===== src/rtl/eid_pkg.sv =====
package eid_pkg;
    typedef enum logic [1:0] {SH_IDLE, SH_GAP, SH_SEND, SH_RECV} sh_state_e;
    typedef enum logic [1:0] {LD_LAUNCH, LD_WAIT, LD_DONE} ld_state_e;
    // start bit followed by the two read opcode bits, sent before the address
    localparam logic [2:0] RD_PREFIX = 3'b110;
    // select-low interval before each read, in serial clock half-periods
    localparam int GAP_TICKS = 2;
endpackage


===== src/rtl/eid_tick_gen.sv =====
module eid_tick_gen #(
    parameter int HALF_DIV = 100
) (
    input  logic clk,
    input  logic rst_n,
    output logic tick
);
    localparam int CW = (HALF_DIV > 1) ? $clog2(HALF_DIV) : 1;

    typedef struct packed {
        logic [CW-1:0] cnt;
        logic          tick;
    } tk_t;

    tk_t q, d;

    always_comb begin
        d = q;
        d.tick = 1'b0;
        if (q.cnt == CW'(HALF_DIV - 1)) begin
            d.cnt  = '0;
            d.tick = 1'b1;
        end else begin
            d.cnt = q.cnt + 1'b1;
        end
    end

    always_ff @(posedge clk or negedge rst_n) begin
        if (!rst_n) q <= '0;
        else        q <= d;
    end

    assign tick = q.tick;

    // half-period ticks are single-cycle pulses
    p_tick_isolated_r4: assert property (@(posedge clk) disable iff (!rst_n)
        q.tick |=> !q.tick);
endmodule


===== src/rtl/eid_shifter.sv =====
module eid_shifter
    import eid_pkg::*;
#(
    parameter int ADDR_W = 6,
    parameter int DATA_W = 16
) (
    input  logic              clk,
    input  logic              rst_n,
    input  logic              tick,
    input  logic              start,
    input  logic [ADDR_W-1:0] addr,
    input  logic              ee_do,
    output logic              ee_cs,
    output logic              ee_sk,
    output logic              ee_di,
    output logic              word_done,
    output logic [DATA_W-1:0] word
);
    localparam int CMD_W = 3 + ADDR_W;
    localparam int MAXB  = (CMD_W > DATA_W) ? CMD_W : DATA_W;
    localparam int CNT_W = $clog2(MAXB + 1);

    typedef struct packed {
        sh_state_e         st;
        logic              cs;
        logic              sk;
        logic              di;
        logic [CNT_W-1:0]  cnt;
        logic [CMD_W-1:0]  cmd;
        logic [DATA_W-1:0] data;
        logic              done;
    } sh_t;

    sh_t q, d;

    always_comb begin
        d = q;
        d.done = 1'b0;
        case (q.st)
            SH_IDLE: begin
                d.cs = 1'b0;
                d.sk = 1'b0;
                if (start) begin
                    d.st  = SH_GAP;
                    d.cnt = '0;
                    d.cmd = {RD_PREFIX, addr};
                end
            end
            SH_GAP: begin
                if (tick) begin
                    if (q.cnt == CNT_W'(GAP_TICKS - 1)) begin
                        d.st  = SH_SEND;
                        d.cs  = 1'b1;
                        d.sk  = 1'b0;
                        d.di  = q.cmd[CMD_W-1];
                        d.cmd = q.cmd << 1;
                        d.cnt = '0;
                    end else begin
                        d.cnt = q.cnt + 1'b1;
                    end
                end
            end
            SH_SEND: begin
                if (tick) begin
                    if (!q.sk) begin
                        d.sk = 1'b1;
                    end else begin
                        d.sk = 1'b0;
                        if (q.cnt == CNT_W'(CMD_W - 1)) begin
                            d.st  = SH_RECV;
                            d.cnt = '0;
                            d.di  = 1'b0;
                        end else begin
                            d.cnt = q.cnt + 1'b1;
                            d.di  = q.cmd[CMD_W-1];
                            d.cmd = q.cmd << 1;
                        end
                    end
                end
            end
            SH_RECV: begin
                if (tick) begin
                    if (!q.sk) begin
                        d.sk   = 1'b1;
                        d.data = {q.data[DATA_W-2:0], ee_do};
                    end else begin
                        d.sk = 1'b0;
                        if (q.cnt == CNT_W'(DATA_W - 1)) begin
                            d.st   = SH_IDLE;
                            d.cs   = 1'b0;
                            d.done = 1'b1;
                        end else begin
                            d.cnt = q.cnt + 1'b1;
                        end
                    end
                end
            end
            default: d.st = SH_IDLE;
        endcase
    end

    always_ff @(posedge clk or negedge rst_n) begin
        if (!rst_n) begin
            q    <= '0;
            q.st <= SH_IDLE;
        end else begin
            q <= d;
        end
    end

    assign ee_cs     = q.cs;
    assign ee_sk     = q.sk;
    assign ee_di     = q.di;
    assign word_done = q.done;
    assign word      = q.data;

    // checker state: half-periods seen with select low, saturating
    logic [1:0] low_ticks_q;
    always_ff @(posedge clk or negedge rst_n) begin
        if (!rst_n)                          low_ticks_q <= '0;
        else if (q.cs)                       low_ticks_q <= '0;
        else if (tick && low_ticks_q != 2'd3) low_ticks_q <= low_ticks_q + 1'b1;
    end

    // the serial clock never runs outside a selection
    p_sk_needs_cs_r4: assert property (@(posedge clk) disable iff (!rst_n)
        !ee_cs |-> !ee_sk);
    // data to the device is steady across a high clock phase
    p_di_steady_r4: assert property (@(posedge clk) disable iff (!rst_n)
        ($past(ee_sk) && ee_sk) |-> $stable(ee_di));
    // the serial clock only moves on a divider tick
    p_sk_on_tick_r4: assert property (@(posedge clk) disable iff (!rst_n)
        (ee_sk != $past(ee_sk)) |-> $past(tick));
    // one full serial period of idle select before each read
    p_gap_r5: assert property (@(posedge clk) disable iff (!rst_n)
        $rose(ee_cs) |-> (low_ticks_q >= 2'd2));
endmodule


===== src/rtl/eeprom_id_loader.sv =====
module eeprom_id_loader
    import eid_pkg::*;
#(
    parameter int HALF_DIV   = 100,
    parameter int ADDR_W     = 6,
    parameter int DATA_W     = 16,
    parameter int BASE_ADDR  = 0,
    parameter int VENDOR_DEF = 16'h1D7A,
    parameter int DEVICE_DEF = 16'h0301
) (
    input  logic              clk,
    input  logic              rst_n,
    output logic              ee_cs,
    output logic              ee_sk,
    output logic              ee_di,
    input  logic              ee_do,
    output logic [DATA_W-1:0] id_vendor,
    output logic [DATA_W-1:0] id_device,
    output logic              load_done
);
    typedef struct packed {
        ld_state_e         st;
        logic              idx;
        logic [DATA_W-1:0] vendor;
        logic [DATA_W-1:0] device;
        logic              done;
        logic              start;
    } ld_t;

    ld_t q, d;

    logic              tick;
    logic              word_done;
    logic [DATA_W-1:0] word;
    logic [ADDR_W-1:0] rd_addr;

    assign rd_addr = ADDR_W'(BASE_ADDR) + ADDR_W'(q.idx);

    eid_tick_gen #(.HALF_DIV(HALF_DIV)) u_tick (
        .clk  (clk),
        .rst_n(rst_n),
        .tick (tick)
    );

    eid_shifter #(.ADDR_W(ADDR_W), .DATA_W(DATA_W)) u_shift (
        .clk      (clk),
        .rst_n    (rst_n),
        .tick     (tick),
        .start    (q.start),
        .addr     (rd_addr),
        .ee_do    (ee_do),
        .ee_cs    (ee_cs),
        .ee_sk    (ee_sk),
        .ee_di    (ee_di),
        .word_done(word_done),
        .word     (word)
    );

    always_comb begin
        d = q;
        d.start = 1'b0;
        case (q.st)
            LD_LAUNCH: begin
                d.start = 1'b1;
                d.st    = LD_WAIT;
            end
            LD_WAIT: begin
                if (word_done) begin
                    if (!q.idx) begin
                        if (&word) begin
                            d.vendor = DATA_W'(VENDOR_DEF);
                            d.device = DATA_W'(DEVICE_DEF);
                            d.done   = 1'b1;
                            d.st     = LD_DONE;
                        end else begin
                            d.vendor = word;
                            d.idx    = 1'b1;
                            d.st     = LD_LAUNCH;
                        end
                    end else begin
                        d.device = word;
                        d.done   = 1'b1;
                        d.st     = LD_DONE;
                    end
                end
            end
            LD_DONE: d.st = LD_DONE;
            default: d.st = LD_LAUNCH;
        endcase
    end

    always_ff @(posedge clk or negedge rst_n) begin
        if (!rst_n) begin
            q        <= '0;
            q.st     <= LD_LAUNCH;
            q.vendor <= DATA_W'(VENDOR_DEF);
            q.device <= DATA_W'(DEVICE_DEF);
        end else begin
            q <= d;
        end
    end

    assign id_vendor = q.vendor;
    assign id_device = q.device;
    assign load_done = q.done;

    // done is sticky until reset
    p_done_sticky_r9: assert property (@(posedge clk) disable iff (!rst_n)
        load_done |=> load_done);
    // identifiers frozen once published
    p_ids_frozen_r9: assert property (@(posedge clk) disable iff (!rst_n)
        load_done |=> ($stable(id_vendor) && $stable(id_device)));
    // no EEPROM traffic after loading
    p_cs_idle_after_done_r9: assert property (@(posedge clk) disable iff (!rst_n)
        load_done |-> !ee_cs);
    // an all-ones first word ends the load with defaults
    p_absent_defaults_r7: assert property (@(posedge clk) disable iff (!rst_n)
        (word_done && !q.idx && (&word)) |=>
            (load_done && id_vendor == DATA_W'(VENDOR_DEF) && id_device == DATA_W'(DEVICE_DEF)));
endmodule


===== config.mk =====
export PLATFORM = sky130hd
export DESIGN_NAME = eeprom_id_loader
export DESIGN_NICKNAME = d
export VERILOG_FILES = /design/src/rtl/eid_pkg.sv /design/src/rtl/eid_tick_gen.sv /design/src/rtl/eid_shifter.sv /design/src/rtl/eeprom_id_loader.sv
export SDC_FILE = /design/constraint.sdc
export NUM_CORES = 1
export LEC_CHECK = 0
export BUFFER_PORTS_ARGS = -buffer_cell sky130_fd_sc_hd__clkbuf_2
export CORE_MARGIN = 2
export CORE_UTILIZATION = 31
export DETAILED_ROUTE_END_ITERATION = 10
export PLACE_DENSITY = 0.52
export RECOVER_POWER = 100
export SYNTH_ARGS = -nofsm -noshare
export SYNTH_HDL_FRONTEND = slang
export SYNTH_SLANG_ARGS = --single-unit
export TNS_END_PERCENT = 30

===== constraint.sdc =====
create_clock -name clk -period 2.57 [get_ports clk]
set_input_delay 0 -clock clk [delete_from_list [all_inputs] [get_ports clk]]
set_output_delay 0 -clock clk [all_outputs]
set_load 0.05 [all_outputs]

=== Word level (Yosys, flattened, before mapping) ===
Index checks and enable logic that the tools add are counted.

* Bitwise operators: 2
* $add $sub $neg: 2
* Eq/ne operators: 21
* Mux-type cells: 42
* Reduce and logical (&&, ||, !) cells: 17

{| class="wikitable"
|+ Operators by type and width
! cell !! number
|-
| $mux W17 || 3
|-
| $mux W36 || 1
|-
| $mux W16 || 2
|-
| $pmux W9 S3 || 1
|-
| $mux W5 || 5
|-
| $pmux W5 S4 || 1
|-
| $mux W19 || 1
|-
| $mux W9 || 2
|-
| $reduce_and A16 Y1 || 1
|-
| $mux W15 || 1
|-
| $mux W14 || 1
|-
| $reduce_and A7 Y1 || 2
|-
| $mux W2 || 6
|-
| $ne A2 B1 Y1 const B || 6
|-
| $ne A2 B2 Y1 const B || 6
|-
| $eq A5 B4 Y1 const B || 2
|-
| $reduce_and A3 Y1 || 3
|-
| $reduce_and A9 Y1 || 1
|-
| $mux W1 || 8
|-
| $pmux W2 S4 || 1
|-
| $add A7 B1 Y7 const B || 1
|-
| $eq A7 B7 Y1 const B || 1
|-
| $mux W7 || 1
|-
| $eq A2 B2 Y1 const B || 3
|-
| other kinds (18) || 24
|}

* Word-level logic and storage cells: 100
* Bits of input ports: 3
* Register bits after elaboration: 81

=== Depth between registers and ports, before layout ===
Gate-level depths: netlist of run 1.

* Depth in word-level cells: 5
* Mapped depth: 7
* Mapped depth without buffers: 7

=== Cells and area by module ===
Synthesis of run 1 repeated with hierarchy kept, for this count alone.

* Cells, all modules: 340
* Area total of the unflattened synthesis: 4131.5 µm²

{| class="wikitable"
|+ Modules (own cells, without submodules)
! module !! instances !! area each (µm²) !! cells an instance
|-
| eid_shifter || 1 || 1904.3 || 167
|-
| eeprom_id_loader || 1 || 1866.8 || 144
|-
| eid_tick_gen || 1 || 360.3 || 29
|}

=== Worst setup path before layout of run 1 ===
Ideal clock, no wire load.

* Path kind: register -> register
* Start: register u_shift.q[26] in the netlist's numbering
* End: register u_shift.q[30] in the netlist's numbering
* Slack: 671 ps
* Path buffers: 0
* Arrival: 1774 ps
* Stages on the path, launching flop included: 7
* Setup time: 125 ps
* Period minus slack after synthesis: 1899 ps
* Cell sequence: dfrtp_1 -> ha_1 -> and3_2 -> ha_1 -> o22ai_1 -> nand2_1 -> mux2_2

* Cells in the longest elaborated chain, start to end: 5
* Elaborated cells between the ends (all ways): 15

{| class="wikitable"
|+ RTL lines
! item !! RTL line !! source
|-
| from (decl) || eid_shifter.sv:34 || <nowiki>sh_t q, d;</nowiki>
|-
| $add A5 B1 Y5 or $eq A5 B4 Y1 (tied branches) || -- ||
|-
| $mux W5 or $mux W6 (tied branches) || eid_shifter.sv:88, eid_shifter.sv:69 ||
|-
| $mux W5 or $mux W15 (tied branches) || eid_shifter.sv:83, eid_shifter.sv:65 ||
|-
| $mux W5 or $mux W16 (tied branches) || eid_shifter.sv:82, eid_shifter.sv:64 ||
|-
| $pmux W5 S4 || eid_shifter.sv:39 || <nowiki>case (q.st)</nowiki>
|}

Several ways; a longest one is shown, not always the timed one. The select of a mux whose other input is x is not followed.
A chain may end at the register's enable or synchronous reset.

=== Worst setup path in the final report of run 1 ===
* Start: register u_shift.q[27] in the netlist's numbering
* End: register u_shift.q[17] in the netlist's numbering

* Cells in the longest elaborated chain, start to end: 3
* Elaborated cells between the ends (all ways): 5

{| class="wikitable"
|+ RTL lines
! item !! RTL line
|-
| $eq A5 B4 Y1 or $eq A5 B1 Y1 (tied branches) || eid_shifter.sv:69, eid_shifter.sv:51
|-
| $ne A2 B2 Y1 (no line) or $ne A2 B1 Y1 (tied branches) || --
|-
| $reduce_and A7 Y1 (no line) (*) || --
|}

Mark *: on every way between the ends. The rest lies on a longest branch, timed or not.

==> results.json, run 1 <==
{
  "outcome": "complete, but fails checks",
  "violations": "max-capacitance violations, max-slew violations",
  "grt_antenna_before_repair": 0,
  "ys_async_sr_fraction_pct": 100.0,
  "setup_viol": 0,
  "synthCells": 339,
  "drcViolationCount": 0,
  "worstMarginPinSlew_ns": 1.984,
  "drtIter0Drc": 117,
  "cts-root-buf": "clkbuf_16",
  "htree_levels": 3,
  "io_buffers": 38,
  "place_congestion": 0.7466,
  "slew_viol_final": 82,
  "avgViaCountPerCell": 4.671,
  "synth_cell_types": 45,
  "path_clk_slew_ns": 0.06,
  "max_cap_viol_count": 1,
  "yosys.area.top_type": "dfrtp_1",
  "tns_ns": 0,
  "ir_worst_vdd_mv": 0.3238,
  "yosysTopAreaCellShare_pct": 46.09,
  "grt_overflow_total": 0,
  "synthTopCellsByCount": "dfrtp_1 (69), nand2_1 (58), buf_4 (32)",
  "wl_met2_um": 3338,
  "synth_ff_type": "dfrtp_1",
  "die_w_um": 113.9,
  "nets": 365,
  "hold_path_class": "in -> reg",
  "cts_buffer_depth": 2,
  "vias": 2354,
  "ys_ff_latch": 81,
  "finalCriticalPeriod_ns": 2.253,
  "grt_pass1_vias": 2412,
  "wl_met3_um": 243,
  "rows": 40,
  "groute.usage.overall_pct": 12.01,
  "cts_made_buffers": 9,
  "worstPathRequired_ns": 2.79,
  "ys_warn_count": 0,
  "start_util_pct": 31.45,
  "max_slew_margin_pct": -32.29,
  "ant_nets": 0,
  "arrival_ns": 2.47,
  "finalCritPeriodShare_pct": 87.67,
  "dieArea_sq_mm": 0.01298,
  "drt_pass1_iterations": 4,
  "rsz0062_at_grt": "false",
  "fmax_ghz": 0.4439,
  "synth_edf_count": 0,
  "die_h_um": 113.9,
  "fp.coreArea_sq_mm": 0.01191,
  "grt_pass1_wl_um": 12220,
  "cp-end-kind": "register",
  "clock-skew-final_ns": 0.007925,
  "drive_gt1_share_pct": 16.25,
  "met1Wirelength_um": 3454,
  "routed.top_layer": "met4",
  "synthToLayoutAreaGrowth_pct": 10.79,
  "cts_tree": "yes",
  "synthMostInstantiatedCell": "dfrtp_1",
  "avgSynthCellArea_sq_um": 11.05,
  "criticalPathCategory": "reg -> reg",
  "power.density_mw_per_mm2": 676.4,
  "routedWlPerCell_um": 14.27,
  "finalHoldViolations": 0,
  "syn-num-nets": 352,
  "ios": 39,
  "diodes": 0,
  "crit_path_start_kind": "register",
  "clock_sink_count": 81,
  "clk_latency_ns": 0.34,
  "path_max_fanout": 9,
  "routed_wl_um": 7191,
  "netlist_top_cells_area": "dfrtp_1 (46%), dfstp_2 (8.4%), mux2_2 (6.6%), buf_4 (6.4%), nand2_1 (5.8%)",
  "yosysSeqAreaShare_pct": 54.51,
  "netlist_area_sq_mm": 0.003746,
  "cts_setup_buffers": 0,
  "fin_ws_ns": 0.3170,
  "power_leakage_uw": 0.001877,
  "placed_cell_area_sq_mm": 0.003875,
  "hpwl_um": 4859,
  "finalInstanceArea_sq_mm": 0.004150,
  "grt_max_degree": 82,
  "place_ws_ns": 0.4047
}
## power by group
group	switching (uW)	internal, uW	leakage, uW
clock	541	959	0.000167
sequential	1.34	1280	0.00105
combinational	24.5	3.59	0.000660
## final cells by class
cell class / instances / area [sq um]
inverters: 17 / 63.81
clock buffers: 9 / 225.2
multi-input cells: 200 / 1331
flip-flops and latches: 81 / 2042
clock inverters: 7 / 123.9
well taps: 147 / 183.9
fillers: 1217 / 7761
repair buffers: 43 / 180.2
## flip-flops by register name, summed over array words and instances, names as in the netlist, 4 cells and up
name,flops
u_tick.q,7
q,4
u_shift.q,16
u_shift.word,16
id_vendor,16
id_device,16
## worst max-delay path, cell delays in order (launching register included)
cell     delay [ns]
dfrtp_1        0.42
inv_1          0.09
ha_1           0.13
or4b_1         0.48
o21ai_0        0.38
nand4_4        0.29
mux2_2         0.34
## cell families after synthesis
group | count (synthesis) | share of synthesized area [%]
xor gates and xnor gates | 3 | 0.7015
muxes | 30 | 8.751
adders and majority gates | 10 | 3.340
buffers and inverters | 58 | 9.051
and+or+nand+nor | 111 | 14.60
AOI/OAI and AO/OA | 46 | 9.052
DFF | 81 | 54.51
## layout by cell type, fill, tap and decap left out, drive strengths merged, types with 3 or more instances in the layout
cell type	netlist	final
ha	10	10
o22a	3	3
mux2	22	22
a21oi	5	5
nand2b	4	4
nand2	58	58
o21ai	14	14
a22o	13	13
inv	17	20
mux2i	8	8
bufinv	0	3
nand3	11	11
nor3	4	4
o2bb2ai	3	3
clkbuf	8	49
dfrtp	69	69
nor2	13	13
nand4	6	6
dfstp	12	12
## metal layers
layer	vias up	track usage, %
li1	1163	-
met1	1142	15.87
met2	38	18.53
met3	11	2.710
met4	0	6.098
met5	-	0
## stage by stage
step | hold slack, ns | cells | total power [uW] | util (%)
after floorplan | -0.2956 | 339 | 1301 | -
after global placement | 0.2402 | 486 | 1330 | 32.53
after detailed placement | 0.2498 | 486 | 1330 | 32.53
after CTS | 0.4394 | 504 | 2845 | 35.63
after global routing | 0.4754 | 504 | 2901 | 34.84
final | 0.4437 | 504 | 2807 | 34.84
## worst paths after layout
kind / slack [ns] / endpoint / cells past startpoint / from
setup / recovery: 0.32 / u_shift.q[17]$_DFFE_PN0P_ / 6 / u_shift.q[27]$_DFFE_PN0P_
hold / removal: 0.44 / u_shift.word[0]$_DFFE_PN0P_ / 3 / ee_do
setup reg to reg: 0.32 / u_shift.q[17]$_DFFE_PN0P_ / 6 / u_shift.q[27]$_DFFE_PN0P_
hold reg to reg: 0.45 / q[35]$_DFFE_PN0P_ / 1 / u_shift.word_done$_DFF_PN0_
max in group asynchronous: 0.64 / u_shift.q[24]$_DFFE_PN0P_ / 2 / rst_n
min in group asynchronous: 0.77 / id_device[1]$_DFFE_PN0P_ / 2 / rst_n
## timing repair
item,4_1_cts,5_1_grt
hold buffers,2,0
hold endpoints to repair,70,0
gates resized for setup,0,0
endpoints found under the setup margin,0,0
(Power assumes the default switching activity.)
==> inputs of run 2 (changes only) <==
CTS_BUF_LIST = sky130_fd_sc_hd__clkbuf_2 sky130_fd_sc_hd__clkbuf_4 sky130_fd_sc_hd__clkbuf_8   (was not set)
SLEW_MARGIN = 30   (was not set)
clock period = 2.2 ns   (was 2.57 ns; I/O delays follow)
==> run 2 against run 1 <==
Compared with the run above:
- the run now ends clean
- worst setup slack lost 0.14 ns
- global-route usage shrank 0.072 points
- final cell count rose by 0.79%
- cell area shrank 2.1%
- fmax grew 11%
- sequential power is 16% higher
- utilization fell by 0.75 points
- clock power is 23% lower
- critical endpoint is now u_shift.q[30]$_DFFE_PN0P_
==> results.json, run 2 (same netlist as run 1, synthesis figures left out) <==
{
  "crit_path_cell_trace": "inv_1 -> ha_1 -> or4b_4 -> a221oi_1 -> nor3_1 -> mux2_2",
  "placed_cell_area_sq_mm": 0.003918,
  "reg2reg_depth": 6,
  "die_h_um": 113.9,
  "die_w_um": 113.9,
  "dp.cells": 490,
  "finalCritPeriodShare_pct": 92.05,
  "rsz0062_at_grt": "false",
  "dieArea_sq_mm": 0.01298,
  "final_common_cell": "dfrtp_1",
  "cts_buffer_depth": 2,
  "max_slew_margin_pct": 40.30,
  "hpwl_um": 4873,
  "grt_max_degree": 66,
  "arrival_ns": 2.27,
  "drt_pass1_iterations": 4,
  "start_util_pct": 31.45,
  "clock-skew-final_ns": 0.01820,
  "outcome": "completed",
  "clock_sink_count": 81,
  "cts_resized": 0,
  "hold_path_class": "in -> async",
  "critPathTopFamily": "simple AND/OR/NAND/NOR gates",
  "ios": 39,
  "worstPathRequired_ns": 2.44,
  "synthToLayoutAreaGrowth_pct": 8.417,
  "rr_startpoint": "u_shift.q[27]$_DFFE_PN0P_",
  "drcViolationCount": 0,
  "r2r_setup_slack_ns": 0.17,
  "fp.coreArea_sq_mm": 0.01191,
  "fmax_ghz": 0.4938,
  "clk_latency_ns": 0.36,
  "cts-root-buf": "clkbuf_8",
  "tns_ns": 0,
  "diodes": 0,
  "hold_buffers": 2,
  "crit_path_start_kind": "register",
  "ir_worst_vdd_mv": 0.2144,
  "grt_pass1_vias": 2399,
  "io_buffers": 38,
  "path_clk_slew_ns": 0.10,
  "power.density_mw_per_mm2": 659.8,
  "reg2reg_to": "u_shift.q[30]$_DFFE_PN0P_",
  "grt_pass1_wl_um": 12190,
  "max_cap_viol_count": 0,
  "worstMarginPinSlew_ns": 0.8955,
  "ant_nets": 0,
  "routed_wl_um": 7271,
  "cts_tree": "yes",
  "crit_start": "u_shift.q[27]$_DFFE_PN0P_",
  "multiInputGateArea_sq_mm": 0.001355,
  "cp-end-kind": "register",
  "drtIter0Drc": 104,
  "cts_setup_buffers": 0,
  "nets": 369,
  "cp_slowest_cell": "or4b_4",
  "avgViaCountPerCell": 4.679,
  "drive_gt1_share_pct": 18.28,
  "cp.buffers_inverters": 1,
  "criticalPathCategory": "reg -> reg",
  "regArea_sq_mm": 0.002042,
  "vias": 2377,
  "groute.usage.overall_pct": 11.94,
  "finalInstanceArea_sq_mm": 0.004061,
  "finalNonFillerCells": 508,
  "final_cell_mix": "dfrtp_1 (69), nand2_1 (58), clkbuf_1 (38)",
  "rows": 40,
  "grt_antenna_before_repair": 0,
  "htree_levels": 3,
  "grt_overflow_total": 0,
  "cpPeakStageDelay_ns": 0.48,
  "endpoint": "u_shift.q[30]$_DFFE_PN0P_",
  "power_leakage_uw": 0.001838,
  "finalCriticalPeriod_ns": 2.025,
  "setup_viol": 0,
  "place_congestion": 0.7971,
  "path_max_fanout": 4,
  "fillers": 1222,
  "slew_viol_final": 0,
  "routedWlPerCell_um": 14.31,
  "cts_made_buffers": 9,
  "finalHoldViolations": 0,
  "crit_cells": 6
}
run 2: cell types whose count changed in the layout (fill, tap and decap cells not counted), moves of 2 or more:
cell	previous run	this run
bufinv_16	3	1
clkbuf_8	0	9
buf_4	1	4
clkbuf_16	9	0
run 2: cell type report:
class | instances | area share, %
clock buffer | 9 | 3.050
clock inverter | 7 | 2.033
inverter | 17 | 1.571
multi-input combinational | 200 | 33.36
sequential | 81 | 50.28
tap | 147 | 4.529
timing repair buffer | 47 | 5.176
run 2: worst min-delay path by stage:
| stage | from | endpoint | slack [ns] | depth (start not counted) |
|---|---|---|---|---|
| after global routing | rst_n | id_vendor[0]$_DFFE_PN0P_ | 0.36 | 2 |
| final | rst_n | id_device[6]$_DFFE_PN0P_ | 0.26 | 2 |
| after global placement | rst_n | id_device[2]$_DFFE_PN0P_ | -0.12 | 1 |
| after floorplan | rst_n | id_device[10]$_DFFE_PN0P_ | -0.30 | 0 |
| after detailed placement | rst_n | id_device[2]$_DFFE_PN0P_ | -0.12 | 1 |
| after CTS | rst_n | id_device[7]$_DFFE_PN0P_ | 0.03 | 2 |
run 2: metal layers:
metal | vias up | global-route usage (%) | share of wire, %
met2 | 41 | 18.21 | 45
met5 | - | 0 | 0
met4 | 0 | 4.634 | 1.8
li1 | 1174 | - | -
met1 | 1151 | 16.62 | 51
met3 | 11 | 2.604 | 2.5
run 2: through the flow:
step,total power (uW),worst slack [ns],hold slack (ns),utilization [%]
global route,2789,0.01570,0.3582,34.10
global placement,1557,0.2443,-0.1197,32.89
finish,2680,0.1748,0.2626,34.10
floorplan,1520,0.3012,-0.2956,-
detailed placement,1558,0.1968,-0.1199,32.89
CTS,2726,0.1813,0.02924,34.79
run 2: worst reg2reg max path, cell delays in order, from the launching register on:
cell and delay (ns):
dfrtp_1 0.43, inv_1 0.09, ha_1 0.13, or4b_4 0.48, a221oi_1 0.43, nor3_1 0.08
mux2_2 0.27
run 2: where the power goes:
group	internal, uW	total (uW)	switching, uW
clock	545	1150	610
combinational	5.02	34.0	29.0
sequential	1490	1490	1.30
total	2040	2680	640
